### src/rtl/busreg_pkg.sv
package busreg_pkg;

    // Bus phase of the slave.
    typedef enum logic [2:0] {
        PH_IDLE,
        PH_RX,
        PH_ACK,
        PH_TX,
        PH_MACK
    } phase_e;

    // Meaning of the next received byte.
    typedef enum logic [1:0] {
        RO_ADDR,
        RO_GCID,
        RO_PTR,
        RO_DATA
    } role_e;

    // Line events seen on the filtered bus.
    typedef struct packed {
        logic start;
        logic stop;
        logic rise;
        logic fall;
    } bus_evt_t;

    localparam logic [7:0] GC_BYTE = 8'h00;

    function automatic logic addr_hit(input logic [7:0] b, input logic [6:0] dev);
        return b[7:1] == dev;
    endfunction

endpackage

### src/rtl/busreg_glitch_filt.sv
module busreg_glitch_filt #(
    parameter int FILT_LEN = 4
) (
    input  logic clk,
    input  logic rst,
    input  logic din,
    output logic dout
);
    localparam int CW = $clog2(FILT_LEN + 1);

    logic          s1, s2, q;
    logic [CW-1:0] cnt;

    always_ff @(posedge clk) begin
        if (rst) begin
            s1  <= 1'b1;
            s2  <= 1'b1;
            q   <= 1'b1;
            cnt <= '0;
        end else begin
            s1 <= din;
            s2 <= s1;
            if (s2 == q) begin
                cnt <= '0;
            end else if (cnt == CW'(FILT_LEN - 1)) begin
                q   <= s2;
                cnt <= '0;
            end else begin
                cnt <= cnt + 1'b1;
            end
        end
    end

    assign dout = q;
endmodule

### src/rtl/busreg_cond_det.sv
module busreg_cond_det
    import busreg_pkg::*;
(
    input  logic     clk,
    input  logic     rst,
    input  logic     scl,
    input  logic     sda,
    output bus_evt_t evt
);
    logic scl_p, sda_p;

    always_ff @(posedge clk) begin
        if (rst) begin
            scl_p <= 1'b1;
            sda_p <= 1'b1;
        end else begin
            scl_p <= scl;
            sda_p <= sda;
        end
    end

    always_comb begin
        evt.start = scl & scl_p & sda_p & ~sda;
        evt.stop  = scl & scl_p & ~sda_p & sda;
        evt.rise  = scl & ~scl_p;
        evt.fall  = ~scl & scl_p;
    end
endmodule

### src/rtl/busreg_idle_tmo.sv
module busreg_idle_tmo #(
    parameter int TIMEOUT_CYC = 2_500_000
) (
    input  logic clk,
    input  logic rst,
    input  logic scl,
    input  logic sda,
    output logic expire
);
    localparam int TW = $clog2(TIMEOUT_CYC + 1);

    logic [TW-1:0] cnt;
    logic          low;

    assign low = ~(scl & sda);

    always_ff @(posedge clk) begin
        if (rst) begin
            cnt    <= '0;
            expire <= 1'b0;
        end else begin
            expire <= low && (cnt == TW'(TIMEOUT_CYC - 1));
            if (!low)
                cnt <= '0;
            else if (cnt != TW'(TIMEOUT_CYC))
                cnt <= cnt + 1'b1;
        end
    end
endmodule

### src/rtl/busreg_slave.sv
module busreg_slave
    import busreg_pkg::*;
#(
    parameter logic [6:0] DEV_ADDR    = 7'h20,
    parameter logic [7:0] BCAST_ID    = 8'h42,
    parameter int         FILT_LEN    = 4,
    parameter int         TIMEOUT_CYC = 2_500_000
) (
    input  logic       clk,
    input  logic       rst,
    input  logic       scl_i,
    input  logic       sda_i,
    output logic       sda_oe,
    output logic [6:0] reg_addr,
    output logic [7:0] reg_wdata,
    output logic       reg_we,
    input  logic [7:0] reg_rdata
);
    localparam int NLINES = 2;

    logic [NLINES-1:0] raw_w, filt_w;
    logic              scl_f, sda_f, expire;
    bus_evt_t          evt;

    assign raw_w = {sda_i, scl_i};

    for (genvar g = 0; g < NLINES; g++) begin : g_filt
        busreg_glitch_filt #(.FILT_LEN(FILT_LEN)) u_filt (
            .clk  (clk),
            .rst  (rst),
            .din  (raw_w[g]),
            .dout (filt_w[g])
        );
    end

    assign scl_f = filt_w[0];
    assign sda_f = filt_w[1];

    busreg_cond_det u_det (
        .clk (clk),
        .rst (rst),
        .scl (scl_f),
        .sda (sda_f),
        .evt (evt)
    );

    busreg_idle_tmo #(.TIMEOUT_CYC(TIMEOUT_CYC)) u_tmo (
        .clk    (clk),
        .rst    (rst),
        .scl    (scl_f),
        .sda    (sda_f),
        .expire (expire)
    );

    phase_e     phase;
    role_e      role;
    logic [3:0] bitcnt;
    logic [7:0] shreg;
    logic [6:0] ptr;
    logic       tx_next, mack_ok, we_q;
    logic [7:0] wd_q;

    always_ff @(posedge clk) begin
        if (rst) begin
            phase   <= PH_IDLE;
            role    <= RO_ADDR;
            bitcnt  <= '0;
            shreg   <= '0;
            ptr     <= '0;
            tx_next <= 1'b0;
            mack_ok <= 1'b0;
            we_q    <= 1'b0;
            wd_q    <= '0;
        end else begin
            we_q <= 1'b0;
            if (we_q)
                ptr <= ptr + 1'b1;
            if (evt.start) begin
                phase   <= PH_RX;
                role    <= RO_ADDR;
                bitcnt  <= '0;
                tx_next <= 1'b0;
            end else if (evt.stop || expire) begin
                phase <= PH_IDLE;
            end else begin
                case (phase)
                    PH_RX: begin
                        if (evt.rise && bitcnt != 4'd8) begin
                            shreg  <= {shreg[6:0], sda_f};
                            bitcnt <= bitcnt + 1'b1;
                        end else if (evt.fall && bitcnt == 4'd8) begin
                            bitcnt <= '0;
                            case (role)
                                RO_ADDR: begin
                                    if (addr_hit(shreg, DEV_ADDR)) begin
                                        phase   <= PH_ACK;
                                        tx_next <= shreg[0];
                                        role    <= RO_PTR;
                                    end else if (shreg == GC_BYTE) begin
                                        phase   <= PH_ACK;
                                        tx_next <= 1'b0;
                                        role    <= RO_GCID;
                                    end else begin
                                        phase <= PH_IDLE;
                                    end
                                end
                                RO_GCID: begin
                                    if (shreg == BCAST_ID) begin
                                        phase <= PH_ACK;
                                        role  <= RO_PTR;
                                    end else begin
                                        phase <= PH_IDLE;
                                    end
                                end
                                RO_PTR: begin
                                    phase <= PH_ACK;
                                    ptr   <= shreg[6:0];
                                    role  <= RO_DATA;
                                end
                                default: begin
                                    phase <= PH_ACK;
                                    we_q  <= 1'b1;
                                    wd_q  <= shreg;
                                end
                            endcase
                        end
                    end
                    PH_ACK: begin
                        if (evt.fall) begin
                            if (tx_next) begin
                                phase  <= PH_TX;
                                shreg  <= reg_rdata;
                                bitcnt <= '0;
                            end else begin
                                phase <= PH_RX;
                            end
                        end
                    end
                    PH_TX: begin
                        if (evt.fall) begin
                            if (bitcnt == 4'd7) begin
                                phase <= PH_MACK;
                            end else begin
                                shreg  <= {shreg[6:0], 1'b1};
                                bitcnt <= bitcnt + 1'b1;
                            end
                        end
                    end
                    PH_MACK: begin
                        if (evt.rise) begin
                            mack_ok <= ~sda_f;
                            if (!sda_f)
                                ptr <= ptr + 1'b1;
                        end else if (evt.fall) begin
                            if (mack_ok) begin
                                phase  <= PH_TX;
                                shreg  <= reg_rdata;
                                bitcnt <= '0;
                            end else begin
                                phase <= PH_IDLE;
                            end
                        end
                    end
                    default: ;
                endcase
            end
        end
    end

    assign sda_oe    = (phase == PH_ACK) || (phase == PH_TX && !shreg[7]);
    assign reg_addr  = ptr;
    assign reg_wdata = wd_q;
    assign reg_we    = we_q;
endmodule

### config.mk
export PLATFORM = sky130hd
export DESIGN_NAME = busreg_slave
export DESIGN_NICKNAME = d
export VERILOG_FILES = /design/src/rtl/busreg_pkg.sv /design/src/rtl/busreg_glitch_filt.sv /design/src/rtl/busreg_cond_det.sv /design/src/rtl/busreg_idle_tmo.sv /design/src/rtl/busreg_slave.sv
export SDC_FILE = /design/constraint.sdc
export NUM_CORES = 1
export LEC_CHECK = 0
export BUFFER_PORTS_ARGS = -buffer_cell sky130_fd_sc_hd__buf_4
export CORE_ASPECT_RATIO = 1.75
export CORE_MARGIN = 2
export CORE_UTILIZATION = 45
export CTS_BUF_LIST = sky130_fd_sc_hd__clkbuf_4 sky130_fd_sc_hd__clkbuf_8
export DETAILED_ROUTE_END_ITERATION = 10
export PLACE_DENSITY_LB_ADDON = 0.2
export SYNTH_ARGS = -nofsm -noshare
export SYNTH_HDL_FRONTEND = slang
export SYNTH_SLANG_ARGS = --single-unit
### constraint.sdc
create_clock -name clk -period 5.8 [get_ports clk]
set_input_delay 0.29 -clock clk [delete_from_list [all_inputs] [get_ports clk]]
set_output_delay 0.29 -clock clk [all_outputs]
set_load 0.01 [all_outputs]
==> results.json, run 1 <==
{
  "status": "finished, final reports clean",
  "tns_ns": 0,
  "finalNetCount": 483,
  "die_w_microns": 73.1,
  "clk_path_buf_depth": 2,
  "synth-seq-cells": 72,
  "io_buffers": 28,
  "async_flop_share_pct": 0,
  "use_met2_pct": 36.4,
  "vias": 3239,
  "skew_ns": 0.00748,
  "grt_setup_unrepaired": "no",
  "grt_overflow": 0,
  "worst_setup_path_start_kind": "flop",
  "synth_most_common_cell": "dfxtp_1",
  "maxCapViolations": 0,
  "grt_pass1_vias": 3159,
  "final_cells": 555,
  "hold_ws_ns": 0.116,
  "initial_utilization_pct": 45.9,
  "ys.flop_type": "dfxtp_1",
  "dp.cells": 539,
  "dpl.hpwl_mm": 6.73,
  "finalCritPeriodShare_pct": 41.2,
  "synth_top_area_share_pct": 38.3,
  "hold_path.class": "in2reg",
  "p_per_area_nw_per_um2": 245,
  "drv_slew": 0,
  "regArea_sq_um": 1440,
  "crit_start": "bitcnt[0]$_SDFFE_PP0P_",
  "die_area_sq_um": 9140,
  "post_cts_buffers": 0,
  "yosysSeqAreaShare_pct": 38.3,
  "worstPathMaxFanout": 16,
  "gp_congestion": 0.861,
  "finalPower_mw": 1.04,
  "setup_viol": 0,
  "synthCells": 444,
  "clock_sinks": 72,
  "syn_area_sq_um": 3760,
  "p_leak_nw": 1.48,
  "io_pins": 29,
  "synth_top_area_cell": "dfxtp_1",
  "rows": 44,
  "cts_htree_levels": 3,
  "hold_viol_final": 0,
  "routed_wl_mm": 9.18,
  "synth_edf_count": 0,
  "grt_max_degree": 30,
  "slew_headroom_pct": 25.0,
  "drive_above_1_share_pct": 13.6,
  "track_usage_pct": 21.6,
  "route.detailed.drc": 0,
  "viasPerCell": 5.84,
  "clkTransAtPathRegs_ns": 0.08,
  "synth_area_leaders": "dfxtp_1 (38%), xor2_1 (5.1%), ha_1 (4.3%)",
  "yosys_warnings": 0,
  "area_growth_pct": 13.0,
  "synthesis.nets": 469,
  "num_antenna_cells": 0,
  "post_drt_wl_per_cell_microns": 16.5,
  "fillers": 771,
  "die_h_microns": 125,
  "critical_path_class": "reg2reg",
  "critical_path_arrival_ns": 2.67,
  "worstSkewPairLatency_ns": 0.35,
  "core_sq_um": 8200,
  "cts_hold_buf": 0,
  "gr-usage-met3_pct": 5.08,
  "postSynthAreaPerCell_sq_um": 8.48,
  "netlist-cell-type-count": 57,
  "drt_iter0_markers": 191,
  "max_freq_mhz": 418,
  "clockRootBuffer": "clkbuf_8",
  "synth.top_cells.by_count": "dfxtp_1 (72), nand2_1 (41), nor2_1 (36)",
  "cts_resized": 0,
  "grtUsageMet1_pct": 23.8,
  "max-vdd-ir-drop_mv": 0.170,
  "antenna_found_initial": 0,
  "min-delay-start": "scl_i",
  "grt_pass1_wl_mm": 15.3,
  "antenna_left": 0,
  "rr_startpoint": "bitcnt[0]$_SDFFE_PP0P_",
  "grt.busiest_layer": "met2",
  "worstMarginPinSlew_ns": 1.13,
  "multi_input_area_sq_um": 2140,
  "first_pass_iters": 4,
  "cts_tree": "built",
  "min_period_ns": 2.39,
  "cp.required_ns": 6.09,
  "cts_buffers": 9,
  "critPathCaptureType": "flop"
}
==> kinds of logic (layout without fill, tap and decap cells) <==
family	Yosys count	in the layout	share of synthesized area (%)
multiplexers	7	7	1.86
XOR/XNOR	32	32	7.44
AND/OR/NAND/NOR	184	184	26.5
adder cells (fa/ha/maj)	13	13	4.32
buffers and inverters	46	65	4.85
flip-flops	72	72	38.3
AO/OA/AOI/OAI	90	90	16.7
==> area by class of cell <==
| class | count | area share, % |
|---|---|---|
| inverters | 21 | 1.85 |
| flip-flops and latches | 72 | 33.9 |
| well taps | 92 | 2.71 |
| multi-input cells | 326 | 50.3 |
| clock buffers | 10 | 3.24 |
| clock inverters | 6 | 3.06 |
| repair buffers | 28 | 4.94 |
==> worst max-delay path: stages (launching register included) <==
cell and delay, ns:
dfxtp_1 0.35, inv_1 0.07, ha_1 0.14, nand3b_1 0.25
a21o_1 0.26, a21oi_1 0.88, o21ai_0 0.21, a21oi_1 0.18
==> power breakdown <==
| part | total, mW | internal (mW) | switching [mW] |
|---|---|---|---|
| clock | 0.531 | 0.339 | 0.192 |
| combinational | 0.0164 | 0.00703 | 0.00932 |
| sequential | 0.496 | 0.496 | 0.000793 |
==> metal layers <==
| layer | up-vias | part of all wire, % | wire length [microns] |
|---|---|---|---|
| met2 | 69 | 53 | 4860 |
| met5 | - | 0 | 0 |
| li1 | 1606 | - | - |
| met4 | 0 | 4.2 | 389 |
| met3 | 27 | 3.5 | 317 |
| met1 | 1537 | 39 | 3610 |
==> sequential cells by signal, indices dropped and copies added, names as in the netlist <==
signal / flops
u_tmo.cnt: 22
reg_wdata: 8
shreg: 8
reg_addr: 7
g_filt.u_filt.cnt: 6
bitcnt: 4
phase: 3
g_filt.u_filt.dout: 2
g_filt.u_filt.s1: 2
g_filt.u_filt.s2: 2
role: 2
mack_ok: 1
reg_we: 1
tx_next: 1
u_det.scl_p: 1
u_det.sda_p: 1
u_tmo.expire: 1
==> worst paths after layout <==
| path | endpoint | slack [ns] | cells past startpoint |
|---|---|---|---|
| worst max-delay path | shreg[0]$_SDFFE_PP0P_ | 3.41 | 7 |
| worst min-delay path | g_filt[0].u_filt.s1$_SDFF_PP1_ | 0.12 | 2 |
| worst max register to register | shreg[0]$_SDFFE_PP0P_ | 3.41 | 7 |
| worst min register to register | g_filt[0].u_filt.s2$_SDFF_PP1_ | 0.42 | 1 |
==> through the flow <==
stage	util, %	setup slack [ns]	cell area (sq um)
global route	51.9	3.18	4250
CTS	51.9	3.45	4250
global placement	48.6	3.56	3990
detailed placement	48.6	3.46	3990
floorplan	-	3.91	3760
finish	51.9	3.41	4250
==> layout by cell type, fill, tap and decap left out, types with 10 or more instances in the layout <==
cell / netlist / routed
a21oi_1: 21 / 21
xnor2_1: 10 / 10
xor2_1: 22 / 22
nand3_1: 16 / 16
clkbuf_8: 0 / 10
o21ai_0: 12 / 12
dfxtp_1: 72 / 72
ha_1: 13 / 13
buf_4: 0 / 28
inv_1: 21 / 21
nand2_1: 41 / 41
nor2_1: 36 / 36
Power figures use the tool's default switching activity.
==> run 2: changes to the inputs <==
- ABC_AREA: default -> 1
- clock period: 5.8 -> 2.1 ns (I/O delays scaled with it)
==> run 2 against run 1 <==
Compared with the run above:
- sequential power rose to 2.8 times the previous value
- highest routed layer unchanged
- register-to-register slack worse by 3.2 ns
- combinational power rose to 3.0 times the previous value
- worst setup slack worse by 3.2 ns
- global-route usage up 2.6 points
- critical endpoint is now reg_addr[4]$_SDFF_PP0_
- flip-flop and latch count unchanged
- clock-buffer cell count up 1
- maximum frequency up 25%
- core utilization up 0.51 points
- clock skew up 0.0040 ns
- critical path depth up 4
==> results.json, run 2 <==
{
  "status": "finished, final reports clean",
  "viasPerCell": 5.18,
  "hold_viol_final": 0,
  "finalNetCount": 713,
  "die_area_sq_um": 10000,
  "hold_ws_ns": 0.0291,
  "area_growth_pct": 14.2,
  "first_pass_iters": 6,
  "drv_slew": 0,
  "max-vdd-ir-drop_mv": 0.427,
  "finalCritPeriodShare_pct": 91.1,
  "switching_share_pct": 21.2,
  "worstPathMaxFanout": 6,
  "p_leak_nw": 2.15,
  "critPathCaptureType": "flop",
  "grt_pass1_vias": 4083,
  "top_register": "u_tmo.cnt",
  "largest_reg_flops": 22,
  "grt_setup_unrepaired": "no",
  "post-route-cell-area_sq_um": 4730,
  "synthCells": 651,
  "gp_congestion": 1.04,
  "antenna_left": 0,
  "synth_most_common_cell": "nand2_1",
  "setup_viol": 0,
  "maxCapViolations": 0,
  "yosysSeqAreaShare_pct": 34.8,
  "layout_commonest_cell": "nand2_1",
  "die_h_microns": 131,
  "track_usage_pct": 24.2,
  "ys.flop_type": "dfxtp_1",
  "cp.required_ns": 2.35,
  "place_area_sq_um": 4490,
  "io_buffers": 28,
  "synth-seq-cells": 72,
  "clock_sinks": 72,
  "p_per_area_nw_per_um2": 560,
  "drive_above_1_share_pct": 11.4,
  "async_flop_share_pct": 0,
  "grt_max_degree": 23,
  "rows": 46,
  "combPwrFrac_pct": 1.9,
  "cts_htree_levels": 3,
  "route.detailed.drc": 0,
  "num_antenna_cells": 0,
  "worstSkewPairLatency_ns": 0.36,
  "clkTransAtPathRegs_ns": 0.08,
  "netlist-cell-type-count": 32,
  "grt_overflow": 0,
  "drt_iter0_markers": 206,
  "routed_wl_mm": 11.4,
  "post_drt_wl_per_cell_microns": 14.1,
  "clockRootBuffer": "clkbuf_8",
  "io_pins": 29,
  "synth_edf_count": 0,
  "max_freq_mhz": 523,
  "grt_pass1_wl_mm": 18.9,
  "dpl.hpwl_mm": 9.03,
  "clk_path_buf_depth": 2,
  "die_w_microns": 76.5,
  "synth_top_area_cell": "dfxtp_1",
  "hold_path.class": "in2reg",
  "initial_utilization_pct": 45.8,
  "worst_setup_path_start_kind": "flop",
  "worstMarginPinSlew_ns": 0.501,
  "cts_buffers": 9,
  "cts_tree": "built",
  "critical_path_class": "reg2reg",
  "core_sq_um": 9040,
  "antenna_found_initial": 0,
  "postSynthAreaPerCell_sq_um": 6.36,
  "synth.top_cells.by_count": "nand2_1 (162), nor2_1 (108), inv_1 (89)",
  "post_cts_buffers": 0,
  "skew_ns": 0.0115,
  "tns_ns": 0,
  "synth_top_area_share_pct": 34.8,
  "yosys_warnings": 0,
  "final_cell_mix": "nand2_1 (162), nor2_1 (108), inv_1 (89), dfxtp_1 (72), nand3_1 (58)",
  "slew_headroom_pct": 66.4,
  "syn_area_sq_um": 4140,
  "min_period_ns": 1.91,
  "synthesis.nets": 676,
  "internal-power_mw": 2.09,
  "switchingPower_uw": 562,
  "synth_area_leaders": "dfxtp_1 (35%), nand2_1 (15%), nor2_1 (9.8%)",
  "critical_path_arrival_ns": 2.16,
  "vias": 4209,
  "clock_power_share_pct": 46.4,
  "pwr-share-seq_pct": 51.7
}
## run 2: changes by cell type after synthesis, moves of 9 or more
cell | before | now
a21oi_1 | 21 | 34
inv_1 | 21 | 89
nand4_1 | 8 | 17
nor2_1 | 36 | 108
xor2_1 | 22 | 3
o21ai_0 | 12 | 39
clkbuf_1 | 17 | 5
nand3_1 | 16 | 58
nand2_1 | 41 | 162
## run 2: critical path: stages, from the launching register on
cell and delay, ns:
dfxtp_1 0.37, inv_1 0.08, ha_1 0.16, nand2_1 0.06, nor2_1 0.23, nand2_1 0.16, nor2_1 0.30, o21ai_0 0.17
nand2_1 0.08, inv_1 0.04, nor2_1 0.10, nor2_1 0.06
## run 2: cells by family after synthesis
| family | Yosys count | synth area share, % |
|---|---|---|
| XOR/XNOR | 5 | 1.06 |
| buffers and inverters | 102 | 9.79 |
| flip-flops | 72 | 34.8 |
| AO/OA/AOI/OAI | 80 | 10.1 |
| AND/OR/NAND/NOR | 379 | 40.4 |
| adder cells (fa/ha/maj) | 13 | 3.93 |
## run 2: repair_timing
action                     CTS  global route
hold endpoints to repair     2             0
setup endpoints to repair    0             1
gates resized for setup      0             1
hold buffers                 2             0
## run 2: final timing paths
| path | slack, ns | cells past startpoint | start | to |
|---|---|---|---|---|
| worst max register to register | 0.19 | 11 | bitcnt[0]$_SDFFE_PP0P_ | reg_addr[4]$_SDFF_PP0_ |
| worst max-delay path | 0.19 | 11 | bitcnt[0]$_SDFFE_PP0P_ | reg_addr[4]$_SDFF_PP0_ |
| worst min-delay path | 0.03 | 2 | rst | phase[0]$_SDFFE_PP0P_ |
| worst min register to register | 0.42 | 1 | g_filt[0].u_filt.s1$_SDFF_PP1_ | g_filt[0].u_filt.s2$_SDFF_PP1_ |
## run 2: layer usage
layer / up-vias / global-route usage [%] / share of wire (%)
met4: 0 / 15.8 / 5.7
met3: 42 / 4.60 / 3.5
li1: 2143 / - / -
met5: - / 0 / 0
met2: 124 / 48.6 / 55
met1: 1900 / 21.7 / 35
## run 2: power by group through the flow
stage	logic, mW	clock network [mW]	registers [mW]
floorplan	0.0215	0	1.40
global placement	0.0467	0	1.40
detailed placement	0.0470	0	1.40
CTS	0.0501	1.26	1.37
global route	0.0545	1.32	1.37
finish	0.0499	1.23	1.37
## run 2: stage by stage
stage | utilization, % | std cells | worst slack (ns) | total power, mW
after floorplan | - | 651 | 0.501 | 1.42
after global placement | 49.7 | 795 | 0.231 | 1.45
after detailed placement | 49.7 | 795 | 0.230 | 1.45
after CTS | 52.4 | 813 | 0.219 | 2.68
after global routing | 52.4 | 813 | 0.0246 | 2.74
final | 52.4 | 813 | 0.187 | 2.65
## run 2: final cells by class
class / instances / area (sq um)
timing repair buffer: 37 / 283
fill: 937 / 4300
clock inverter: 5 / 81.3
tap: 120 / 150
inverter: 91 / 342
clock buffer: 11 / 139
multi-input combinational: 477 / 2300
sequential: 72 / 1440
